$ cat src/rtl/sched_pkg.sv
package sched_pkg;

  // Priority code carried per channel on prio_i
  typedef enum logic [1:0] {
    PRI_OFF  = 2'b00,
    PRI_LOW  = 2'b01,
    PRI_MID  = 2'b10,
    PRI_HIGH = 2'b11
  } pri_e;

  localparam int NUM_LVL  = 3;   // enabled levels: position 0 low, 1 mid, 2 high
  localparam int NUM_SLOT = 4;   // rotation length
  localparam int RSN_W    = 4;

  typedef struct packed {
    logic capture;
    logic match;
    logic link;
    logic host;
  } reason_t;

  // Rotation slot to level position: slots 0 and 2 high, 1 middle, 3 low
  function automatic logic [1:0] slot_pos(input logic [1:0] slot);
    case (slot)
      2'd1:    slot_pos = 2'd1;
      2'd3:    slot_pos = 2'd0;
      default: slot_pos = 2'd2;
    endcase
  endfunction

endpackage

$ cat src/rtl/sched_pending.sv
module sched_pending #(
  parameter int NUM_CH = 16,
  parameter int CHW    = $clog2(NUM_CH)
) (
  input  logic              clk,
  input  logic              rst_n,
  input  logic [NUM_CH-1:0] host_set,
  input  logic [NUM_CH-1:0] link_set,
  input  logic              clr_en,
  input  logic [CHW-1:0]    clr_ch,
  output logic [NUM_CH-1:0] host_pend,
  output logic [NUM_CH-1:0] link_pend
);

  logic [NUM_CH-1:0] clr_hit;

  for (genvar g = 0; g < NUM_CH; g++) begin : g_hit
    assign clr_hit[g] = clr_en && (clr_ch == CHW'(g));

    // a pulse always leaves its held bit set on the next cycle
    a_r2_host_latched: assert property (@(posedge clk) disable iff (!rst_n)
      host_set[g] |=> host_pend[g]);
    a_r2_link_latched: assert property (@(posedge clk) disable iff (!rst_n)
      link_set[g] |=> link_pend[g]);
  end

  // A new pulse wins over the clear of the same edge
  always_ff @(posedge clk or negedge rst_n) begin
    if (!rst_n) begin
      host_pend <= '0;
      link_pend <= '0;
    end else begin
      host_pend <= host_set | (host_pend & ~clr_hit);
      link_pend <= link_set | (link_pend & ~clr_hit);
    end
  end

endmodule

$ cat src/rtl/sched_level_pick.sv
module sched_level_pick #(
  parameter int NUM_CH = 16,
  parameter int CHW    = $clog2(NUM_CH)
) (
  input  logic              clk,
  input  logic              rst_n,
  input  logic [NUM_CH-1:0] req,
  output logic              found,
  output logic [CHW-1:0]    idx
);

  always_comb begin
    found = 1'b0;
    idx   = '0;
    for (int i = NUM_CH - 1; i >= 0; i--) begin
      if (req[i]) begin
        found = 1'b1;
        idx   = CHW'(i);
      end
    end
  end

  logic [NUM_CH-1:0] below_mask;
  assign below_mask = (NUM_CH'(1) << idx) - NUM_CH'(1);

  // the chosen channel requests and nothing lower does
  a_r6_lowest_wins: assert property (@(posedge clk) disable iff (!rst_n)
    found |-> (req[idx] && ((req & below_mask) == '0)));
  a_r6_none_missed: assert property (@(posedge clk) disable iff (!rst_n)
    !found |-> (req == '0));

endmodule

$ cat src/rtl/sched_rotor.sv
module sched_rotor
  import sched_pkg::*;
(
  input  logic               clk,
  input  logic               rst_n,
  input  logic [NUM_LVL-1:0] lvl_any,
  input  logic               advance,
  output logic               sel_valid,
  output logic [1:0]         sel_pos
);

  logic [1:0] ptr;
  logic [1:0] sel_slot;
  logic [1:0] cand_slot [NUM_SLOT];
  logic [1:0] cand_pos  [NUM_SLOT];

  for (genvar k = 0; k < NUM_SLOT; k++) begin : g_cand
    assign cand_slot[k] = ptr + 2'(k);
    assign cand_pos[k]  = slot_pos(cand_slot[k]);
  end

  // First slot from ptr whose level has a requester; empty slots are skipped
  always_comb begin
    sel_valid = 1'b0;
    sel_pos   = 2'd2;
    sel_slot  = ptr;
    for (int k = NUM_SLOT - 1; k >= 0; k--) begin
      if (lvl_any[cand_pos[k]]) begin
        sel_valid = 1'b1;
        sel_pos   = cand_pos[k];
        sel_slot  = cand_slot[k];
      end
    end
  end

  always_ff @(posedge clk or negedge rst_n) begin
    if (!rst_n)       ptr <= '0;
    else if (advance) ptr <= sel_slot + 2'd1;
  end

  // the chosen level has work, and work is never passed over
  a_r9_level_has_work: assert property (@(posedge clk) disable iff (!rst_n)
    sel_valid |-> lvl_any[sel_pos]);
  a_r9_no_idle_with_work: assert property (@(posedge clk) disable iff (!rst_n)
    (|lvl_any) |-> sel_valid);

endmodule

$ cat src/rtl/chan_svc_sched.sv
module chan_svc_sched
  import sched_pkg::*;
#(
  parameter int NUM_CH = 16,
  parameter int CHW    = $clog2(NUM_CH)
) (
  input  logic                  clk,
  input  logic                  rst_n,
  input  logic [2*NUM_CH-1:0]   prio_i,
  input  logic [NUM_CH-1:0]     host_req_i,
  input  logic [NUM_CH-1:0]     link_req_i,
  input  logic [NUM_CH-1:0]     match_evt_i,
  input  logic [NUM_CH-1:0]     capture_evt_i,
  input  logic                  eng_done_i,
  output logic                  grant_valid_o,
  output logic [CHW-1:0]        grant_ch_o,
  output logic [RSN_W-1:0]      grant_reason_o
);

  logic [NUM_CH-1:0]  host_pend;
  logic [NUM_CH-1:0]  link_pend;
  logic [NUM_CH-1:0]  ch_req;
  logic [NUM_LVL-1:0] lvl_any;
  logic [CHW-1:0]     lvl_idx [NUM_LVL];
  logic               sel_valid;
  logic [1:0]         sel_pos;
  logic [CHW-1:0]     pick_ch;
  logic               issue;
  reason_t            pick_rsn;

  assign ch_req = host_pend | link_pend | match_evt_i | capture_evt_i;

  sched_pending #(.NUM_CH(NUM_CH), .CHW(CHW)) u_pending (
    .clk       (clk),
    .rst_n     (rst_n),
    .host_set  (host_req_i),
    .link_set  (link_req_i),
    .clr_en    (issue),
    .clr_ch    (pick_ch),
    .host_pend (host_pend),
    .link_pend (link_pend)
  );

  // One lowest-index finder per enabled level; code 00 matches none
  for (genvar l = 0; l < NUM_LVL; l++) begin : g_lvl
    logic [NUM_CH-1:0] req_l;
    always_comb begin
      for (int i = 0; i < NUM_CH; i++)
        req_l[i] = ch_req[i] && (prio_i[2*i +: 2] == 2'(l + 1));
    end
    sched_level_pick #(.NUM_CH(NUM_CH), .CHW(CHW)) u_pick (
      .clk   (clk),
      .rst_n (rst_n),
      .req   (req_l),
      .found (lvl_any[l]),
      .idx   (lvl_idx[l])
    );
  end

  sched_rotor u_rotor (
    .clk       (clk),
    .rst_n     (rst_n),
    .lvl_any   (lvl_any),
    .advance   (issue),
    .sel_valid (sel_valid),
    .sel_pos   (sel_pos)
  );

  assign pick_ch = lvl_idx[sel_pos];
  assign issue   = !grant_valid_o && sel_valid;

  always_comb begin
    pick_rsn.host    = host_pend[pick_ch];
    pick_rsn.link    = link_pend[pick_ch];
    pick_rsn.match   = match_evt_i[pick_ch];
    pick_rsn.capture = capture_evt_i[pick_ch];
  end

  always_ff @(posedge clk or negedge rst_n) begin
    if (!rst_n) begin
      grant_valid_o  <= 1'b0;
      grant_ch_o     <= '0;
      grant_reason_o <= '0;
    end else if (issue) begin
      grant_valid_o  <= 1'b1;
      grant_ch_o     <= pick_ch;
      grant_reason_o <= pick_rsn;
    end else if (grant_valid_o && eng_done_i) begin
      grant_valid_o  <= 1'b0;
    end
  end

  // Previous-cycle priority codes, used only by the checks below
  logic [2*NUM_CH-1:0] prio_prev;
  always_ff @(posedge clk or negedge rst_n) begin
    if (!rst_n) prio_prev <= '0;
    else        prio_prev <= prio_i;
  end

  a_r7_grant_held: assert property (@(posedge clk) disable iff (!rst_n)
    (grant_valid_o && !eng_done_i) |=>
      (grant_valid_o && $stable(grant_ch_o) && $stable(grant_reason_o)));
  a_r8_done_releases: assert property (@(posedge clk) disable iff (!rst_n)
    (grant_valid_o && eng_done_i) |=> !grant_valid_o);
  a_r4_never_disabled: assert property (@(posedge clk) disable iff (!rst_n)
    $rose(grant_valid_o) |-> (prio_prev[2*grant_ch_o +: 2] != 2'b00));
  a_r10_reason_present: assert property (@(posedge clk) disable iff (!rst_n)
    $rose(grant_valid_o) |-> (grant_reason_o != '0));

endmodule

$ cat config.mk
export PLATFORM = sky130hd
export DESIGN_NAME = chan_svc_sched
export DESIGN_NICKNAME = d
export VERILOG_FILES = /design/src/rtl/sched_pkg.sv /design/src/rtl/sched_pending.sv /design/src/rtl/sched_level_pick.sv /design/src/rtl/sched_rotor.sv /design/src/rtl/chan_svc_sched.sv
export SDC_FILE = /design/constraint.sdc
export NUM_CORES = 1
export LEC_CHECK = 0
export CORE_MARGIN = 2
export CORE_UTILIZATION = 30
export CTS_BUF_LIST = sky130_fd_sc_hd__clkbuf_4 sky130_fd_sc_hd__clkbuf_8
export DETAILED_ROUTE_END_ITERATION = 7
export GPL_ROUTABILITY_DRIVEN = 0
export REMOVE_ABC_BUFFERS = 1
export SYNTH_ARGS = -nofsm -noshare
export SYNTH_HDL_FRONTEND = slang
export SYNTH_SLANG_ARGS = --single-unit
$ cat constraint.sdc
create_clock -name clk -period 5.3 [get_ports clk]
set_input_delay 1.06 -clock clk [delete_from_list [all_inputs] [get_ports clk]]
set_output_delay 1.06 -clock clk [all_outputs]
set_load 0.005 [all_outputs]
==> flow_metrics.py, run 1 <==
metrics = {
    "clock_tree": {
        "cts_buffers": 5,
        "tritoncts": "built",
        "cts_num_sinks": 43,
        "ctsHtreeMaxLevel": 2,
        "worstSkewPairLatency_ns": 0.31,
        "clk_pin_slew_worst_paths_ns": 0.09,
        "hold_buffers": 0,
        "clock_path_buffers": 2,
        "cts-root-buf": "clkbuf_8",
    },
    "setup_path": {
        "regToRegSetupSlack_ns": 0.90,
        "worstSetupPathDepth": 14,
        "critPathSlowestCell": "or4_1",
        "worstSetupStartpointType": "input pin",
        "path_delay_family": "compound AO/OA/AOI/OAI gates",
        "critPathArrivalTime_ns": 5.26,
        "reg2reg_from": "u_pending.host_pend[10]",
        "crit_type": "input pin to flop",
        "r2r-end": "grant_reason_o[3]",
        "critPathBufInv": 2,
        "critical_path_required_ns": 5.44,
        "timing.critical_path.mode_cell": "mux2i_1",
        "cp_cell_sequence": "clkdlybuf4s50_1, or4_1, a32oi_2, nand4_2, o31a_1, a311o_1, a211oi_4, o221ai_2, o22ai_4, buf_12, mux2i_1, mux2i_1, a22oi_1, a31oi_1",
        "critPathMaxStageDelay_ns": 0.58,
        "crit_path_end": "grant_reason_o[3]",
        "end_kind": "flop",
        "startpoint": "match_evt_i[8]",
        "reg2reg_depth": 13,
        "cp_max_fo": 28,
    },
    "yosys": {
        "netlist_top_cells_count": "50 x mux2i_1, 45 x nand2_1, 43 x dfrtp_1, 34 x a21o_1, 22 x nor2_1",
        "synth_warnings": 0,
        "yosysTopAreaCell": "dfrtp_1",
        "yosysMostFrequentCell": "mux2i_1",
        "synth_cell_types": 69,
        "synth-edff-count": 0,
        "netlist_area_sq_mm": 0.003944,
        "synth_cells": 445,
        "ys_async_sr_fraction_pct": 100.0,
        "ys_ff_latch": 43,
        "ys_seq_area_share_pct": 27.28,
        "yosys_most_used_dff": "dfrtp_1",
        "synth_top_cells_by_area": "dfrtp_1 27%, mux2i_1 13%, a21o_1 6.5%",
        "synth_top_area_share_pct": 27.28,
        "syn_avg_cell_area_sq_um": 8.862,
    },
    "floorplan": {
        "fp.dieW_um": 118.7,
        "core_sq_mm": 0.01272,
        "num_rows": 41,
        "die_h_um": 118.7,
        "ioPinCount": 108,
        "initial_core_util_pct": 31.00,
        "die_area_sq_mm": 0.01408,
    },
    "timing": {
        "period_needed_ns": 5.123,
        "hold_viol": 0,
        "fmax_mhz": 195.2,
        "clock-skew-final_ns": 0.008758,
        "rsz0062_at_grt": "no",
        "post-route-period-util_pct": 96.66,
        "setup_tns_ns": 0,
        "setup_viol": 0,
        "maxSlewViolCount": 0,
        "max_slew_margin_pct": 26.39,
        "tightest_slew_ns": 1.104,
    },
    "global_routing": {
        "antenna_found_initial": 0,
        "grt_usage_pct": 20.17,
        "grt_max_degree": 44,
        "grt_pass1_wl_mm": 22.54,
        "grt_pass1_vias": 4342,
        "grt_overflow_total": 0,
    },
    "power": {
        "ir_drop_mv": 0.2539,
        "power_mw": 2.735,
        "intPower_mw": 1.484,
        "p_clk_share_pct": 9.4,
        "powerDensity_mw_per_mm2": 492.0,
        "power_switching_share_pct": 45.72,
        "power.leakage_nw": 2.111,
        "comb_power_share_pct": 72.2,
        "seqPwrFrac_pct": 18.4,
        "p_switching_mw": 1.250,
    },
    "placement": {
        "place_hpwl_mm": 11.84,
        "dp_cells": 745,
        "io_buffers": 107,
    },
    "run": {
        "drv_cap": 0,
    },
    "final_layout": {
        "area_growth_pct": 40.93,
        "n_antenna_cell": 0,
        "fin_nets": 688,
        "drive_above_1_share_pct": 12.05,
        "stdcell_count": 753,
    },
    "route": {
        "vias_per_cell": 5.691,
        "wl_mm": 14.20,
        "antenna_left": 0,
        "via_count": 4285,
        "drt-initial-drc-count": 298,
        "wl_per_cell_um": 18.86,
        "drcViolationCount": 0,
        "first_pass_iters": 5,
    },
    "run_status": {
        "status": "complete, no violations",
    },
    "min_path": {
        "min_path_type": "flop to flop",
    },
}
## cells by family after synthesis
logic type,count (synthesis),synth area share [%]
multiplexers,50,12.69
AO/OA/AOI/OAI,167,32.20
XOR/XNOR,1,0.2221
buffers and inverters,28,3.870
AND/OR/NAND/NOR,148,21.19
flip-flops,43,27.28
adder cells (fa/ha/maj),8,2.538
## routing by layer
metal / track usage (%) / vias to the layer above / wire, um
li1: - / 2022 / -
met2: 34.95 / 139 / 7159
met1: 25.56 / 2097 / 5964
met5: 0 / - / 0
met3: 2.896 / 27 / 660
met4: 6.771 / 0 / 414
## flip-flops by register name, summed over array words and instances, names as in the netlist
name	count
u_rotor.ptr	2
u_pending.host_pend	16
grant_reason_o	4
u_pending.link_pend	16
grant_ch_o	4
grant_valid_o	1
## repair_timing
item,4_1_cts,5_1_grt
buffers inserted,0,1
gates resized for setup,0,3
setup endpoints to repair,0,1
## area by class of cell
class / instances / area (sq um)
clock buffers: 5 / 68.82
clock inverters: 2 / 37.54
fillers: 1300 / 7164
inverters: 17 / 63.81
multi-input cells: 374 / 2758
flip-flops and latches: 43 / 1076
well taps: 172 / 215.2
repair buffers: 140 / 1339
## power groups by stage
stage | Sequential [mW] | Clock [mW] | Combinational [mW]
after floorplan | 0.490 | 0 | 1.28
after global placement | 0.508 | 0 | 1.92
after detailed placement | 0.510 | 0 | 1.96
after CTS | 0.504 | 0.263 | 1.97
after global routing | 0.514 | 0.278 | 2.14
final | 0.504 | 0.256 | 1.97
## layout by cell type (no fill, tap or decap), drive strengths merged, types with 7 or more instances in the layout
cell type,instances
a21o,34
a21oi,18
a22oi,9
a31oi,7
a32oi,7
buf,34
clkdlybuf4s50,106
dfrtp,43
ha,8
inv,17
mux2i,50
nand2,45
nor2,23
nor2b,14
nor4,8
o211ai,8
o21ai,20
o22ai,9
o2bb2ai,9
o41ai,15
or4,12
## stage by stage
| stage | util (%) | setup slack, ns | area (sq um) | hold WS [ns] |
|---|---|---|---|---|
| 2_1_floorplan | - | -1.392 | 3855 | 0.4699 |
| 3_3_place_gp | 42.61 | -0.02038 | 5421 | 0.4660 |
| 3_5_place_dp | 42.61 | -0.1110 | 5421 | 0.4649 |
| 4_1_cts | 43.45 | 0.1957 | 5528 | 0.4862 |
| 5_1_grt | 43.69 | 0.01847 | 5558 | 0.5422 |
| 6_report | 43.69 | 0.1770 | 5558 | 0.4819 |
## worst min path at each step
stage                  startpoint             to  slack [ns]  depth (start not counted)
detailed placement  grant_ch_o[3]  grant_ch_o[3]        0.46                          2
CTS                 grant_ch_o[3]  grant_ch_o[3]        0.49                          2
global placement    grant_ch_o[1]  grant_ch_o[1]        0.47                          2
floorplan           grant_ch_o[2]  grant_ch_o[2]        0.47                          2
finish              grant_ch_o[3]  grant_ch_o[3]        0.48                          2
global route        grant_ch_o[3]  grant_ch_o[3]        0.54                          2
## tightest hold or removal path, stage by stage (launching register included)
cell and delay (ns):
dfrtp_1 0.35, nand2_1 0.05, nand2_1 0.05
No activity file was read; power rests on OpenSTA's default activity.
==> inputs of run 2 (changes only) <==
Settings changed: REMOVE_ABC_BUFFERS 1 to default.
==> flow_metrics.py, run 2 (synthesis results as in run 1) <==
metrics = {
    "timing": {
        "hold_ws_ns": 0.4881,
        "period_needed_ns": 5.079,
        "fmax_mhz": 196.9,
        "setup_tns_ns": 0,
        "tightest_slew_ns": 0.9828,
        "rsz0062_at_grt": "no",
        "post-route-period-util_pct": 95.83,
        "max_slew_margin_pct": 34.48,
        "maxSlewViolCount": 0,
        "hold_viol": 0,
        "setup_viol": 0,
        "clock-skew-final_ns": 0.01039,
    },
    "route": {
        "drt-initial-drc-count": 311,
        "wl_mm": 14.16,
        "wl_per_cell_um": 18.88,
        "via_count": 4241,
        "vias_per_cell": 5.655,
        "drcViolationCount": 0,
        "antenna_left": 0,
        "first_pass_iters": 4,
    },
    "clock_tree": {
        "worstSkewPairLatency_ns": 0.31,
        "cts_buffers": 5,
        "cts_num_sinks": 43,
        "hold_buffers": 0,
        "cts_setup_buffers": 0,
        "clk_pin_slew_worst_paths_ns": 0.08,
        "clock_path_buffers": 2,
        "ctsHtreeMaxLevel": 2,
        "cts-root-buf": "clkbuf_8",
        "tritoncts": "built",
    },
    "final_layout": {
        "multi_input_area_sq_mm": 0.002739,
        "final_common_cell": "clkdlybuf4s50_1",
        "final-seq-area_sq_mm": 0.001076,
        "n_antenna_cell": 0,
        "area_growth_pct": 39.88,
        "fin_nets": 685,
        "final_util_pct": 43.36,
        "drive_above_1_share_pct": 11.25,
        "stdcell_count": 750,
        "nFillCells": 1263,
        "reg_top3": "u_pending.host_pend x16, u_pending.link_pend x16",
        "fin_area_sq_mm": 0.005517,
        "final_cell_mix": "106 x clkdlybuf4s50_1, 50 x mux2i_1, 45 x nand2_1, 43 x dfrtp_1, 34 x a21o_1",
    },
    "setup_path": {
        "crit_type": "input pin to flop",
        "reg2reg_from": "u_pending.link_pend[10]",
        "worstSetupStartpointType": "input pin",
        "end_kind": "flop",
        "critPathArrivalTime_ns": 5.22,
        "startpoint": "match_evt_i[10]",
        "cp_max_fo": 16,
        "critical_path_required_ns": 5.45,
        "reg2reg_depth": 13,
    },
    "floorplan": {
        "core_sq_mm": 0.01272,
        "die_area_sq_mm": 0.01408,
        "initial_core_util_pct": 31.00,
        "ioPinCount": 108,
        "num_rows": 41,
        "fp.dieW_um": 118.7,
        "die_h_um": 118.7,
    },
    "placement": {
        "placed_cell_area_sq_mm": 0.005406,
        "io_buffers": 107,
        "dp_cells": 743,
        "place_hpwl_mm": 11.82,
    },
    "min_path": {
        "hp-start": "grant_ch_o[2]",
        "hold_depth": 2,
        "min_path_type": "flop to flop",
    },
    "global_routing": {
        "grt_overflow_total": 0,
        "grt_pass1_vias": 4278,
        "antenna_found_initial": 0,
        "grt_usage_pct": 20.00,
        "grt_max_degree": 44,
        "grt_pass1_wl_mm": 22.26,
    },
    "power": {
        "powerDensity_mw_per_mm2": 489.1,
        "ir_drop_mv": 0.3114,
        "power.leakage_nw": 2.091,
    },
    "run": {
        "drv_cap": 0,
    },
    "yosys": {
        "synth_nets": 552,
    },
    "run_status": {
        "status": "complete, no violations",
    },
}
==> run 2: power by group <==
group / internal [mW] / switching [mW]
registers: 0.413 / 0.0959
clock network: 0.138 / 0.114
logic: 0.924 / 1.01
total: 1.47 / 1.22
==> run 2: timing repair <==
| item | CTS | global route |
|---|---|---|
| endpoints found under the setup margin | 0 | 3 |
| resized for setup | 0 | 1 |
| hold endpoints to repair | 0 | 0 |
==> run 2: per-layer routing <==
metal | vias up | wire [um] | GRT usage, %
met3 | 26 | 682 | 2.992
met2 | 134 | 7023 | 34.48
li1 | 2014 | - | -
met5 | - | 0 | 0
met4 | 0 | 365 | 7.589
met1 | 2067 | 6088 | 25.07
==> run 2: critical path, cell delays in order <==
cell             delay [ns]
clkdlybuf4s50_1        0.45
or4_1                  0.57
a32oi_1                0.39
nand4_2                0.20
o31a_1                 0.38
a311o_1                0.36
a211oi_4               0.39
o221ai_2               0.19
o22ai_4                0.22
buf_12                 0.20
mux2i_1                0.27
mux2i_1                0.14
a22oi_1                0.27
a31oi_1                0.12
==> run 2: layout make-up <==
cell class | count | share of cell area (%)
Clock buffer | 5 | 1.247
Clock inverter | 2 | 0.6804
Inverter | 17 | 1.157
Multi-Input combinational cell | 374 | 49.65
Sequential cell | 43 | 19.51
Tap cell | 172 | 3.901
Timing Repair Buffer | 137 | 23.86
==> run 2: through the flow <==
step | power, mW | setup slack [ns]
after global routing | 2.873 | 0.05912
final | 2.698 | 0.2210
after global placement | 2.401 | 0.02014
after floorplan | 1.844 | 0.9186
after CTS | 2.688 | 0.2690
after detailed placement | 2.428 | -0.05335
==> run 2: path summary, 6_finish.rpt <==
kind / endpoint / slack, ns
setup / recovery: grant_reason_o[2] / 0.22
hold / removal: grant_ch_o[2] / 0.49
setup reg to reg: grant_reason_o[2] / 0.96
hold reg to reg: grant_ch_o[2] / 0.49
max in group asynchronous: grant_ch_o[2] / 3.80
min in group asynchronous: u_pending.host_pend[15] / 0.89
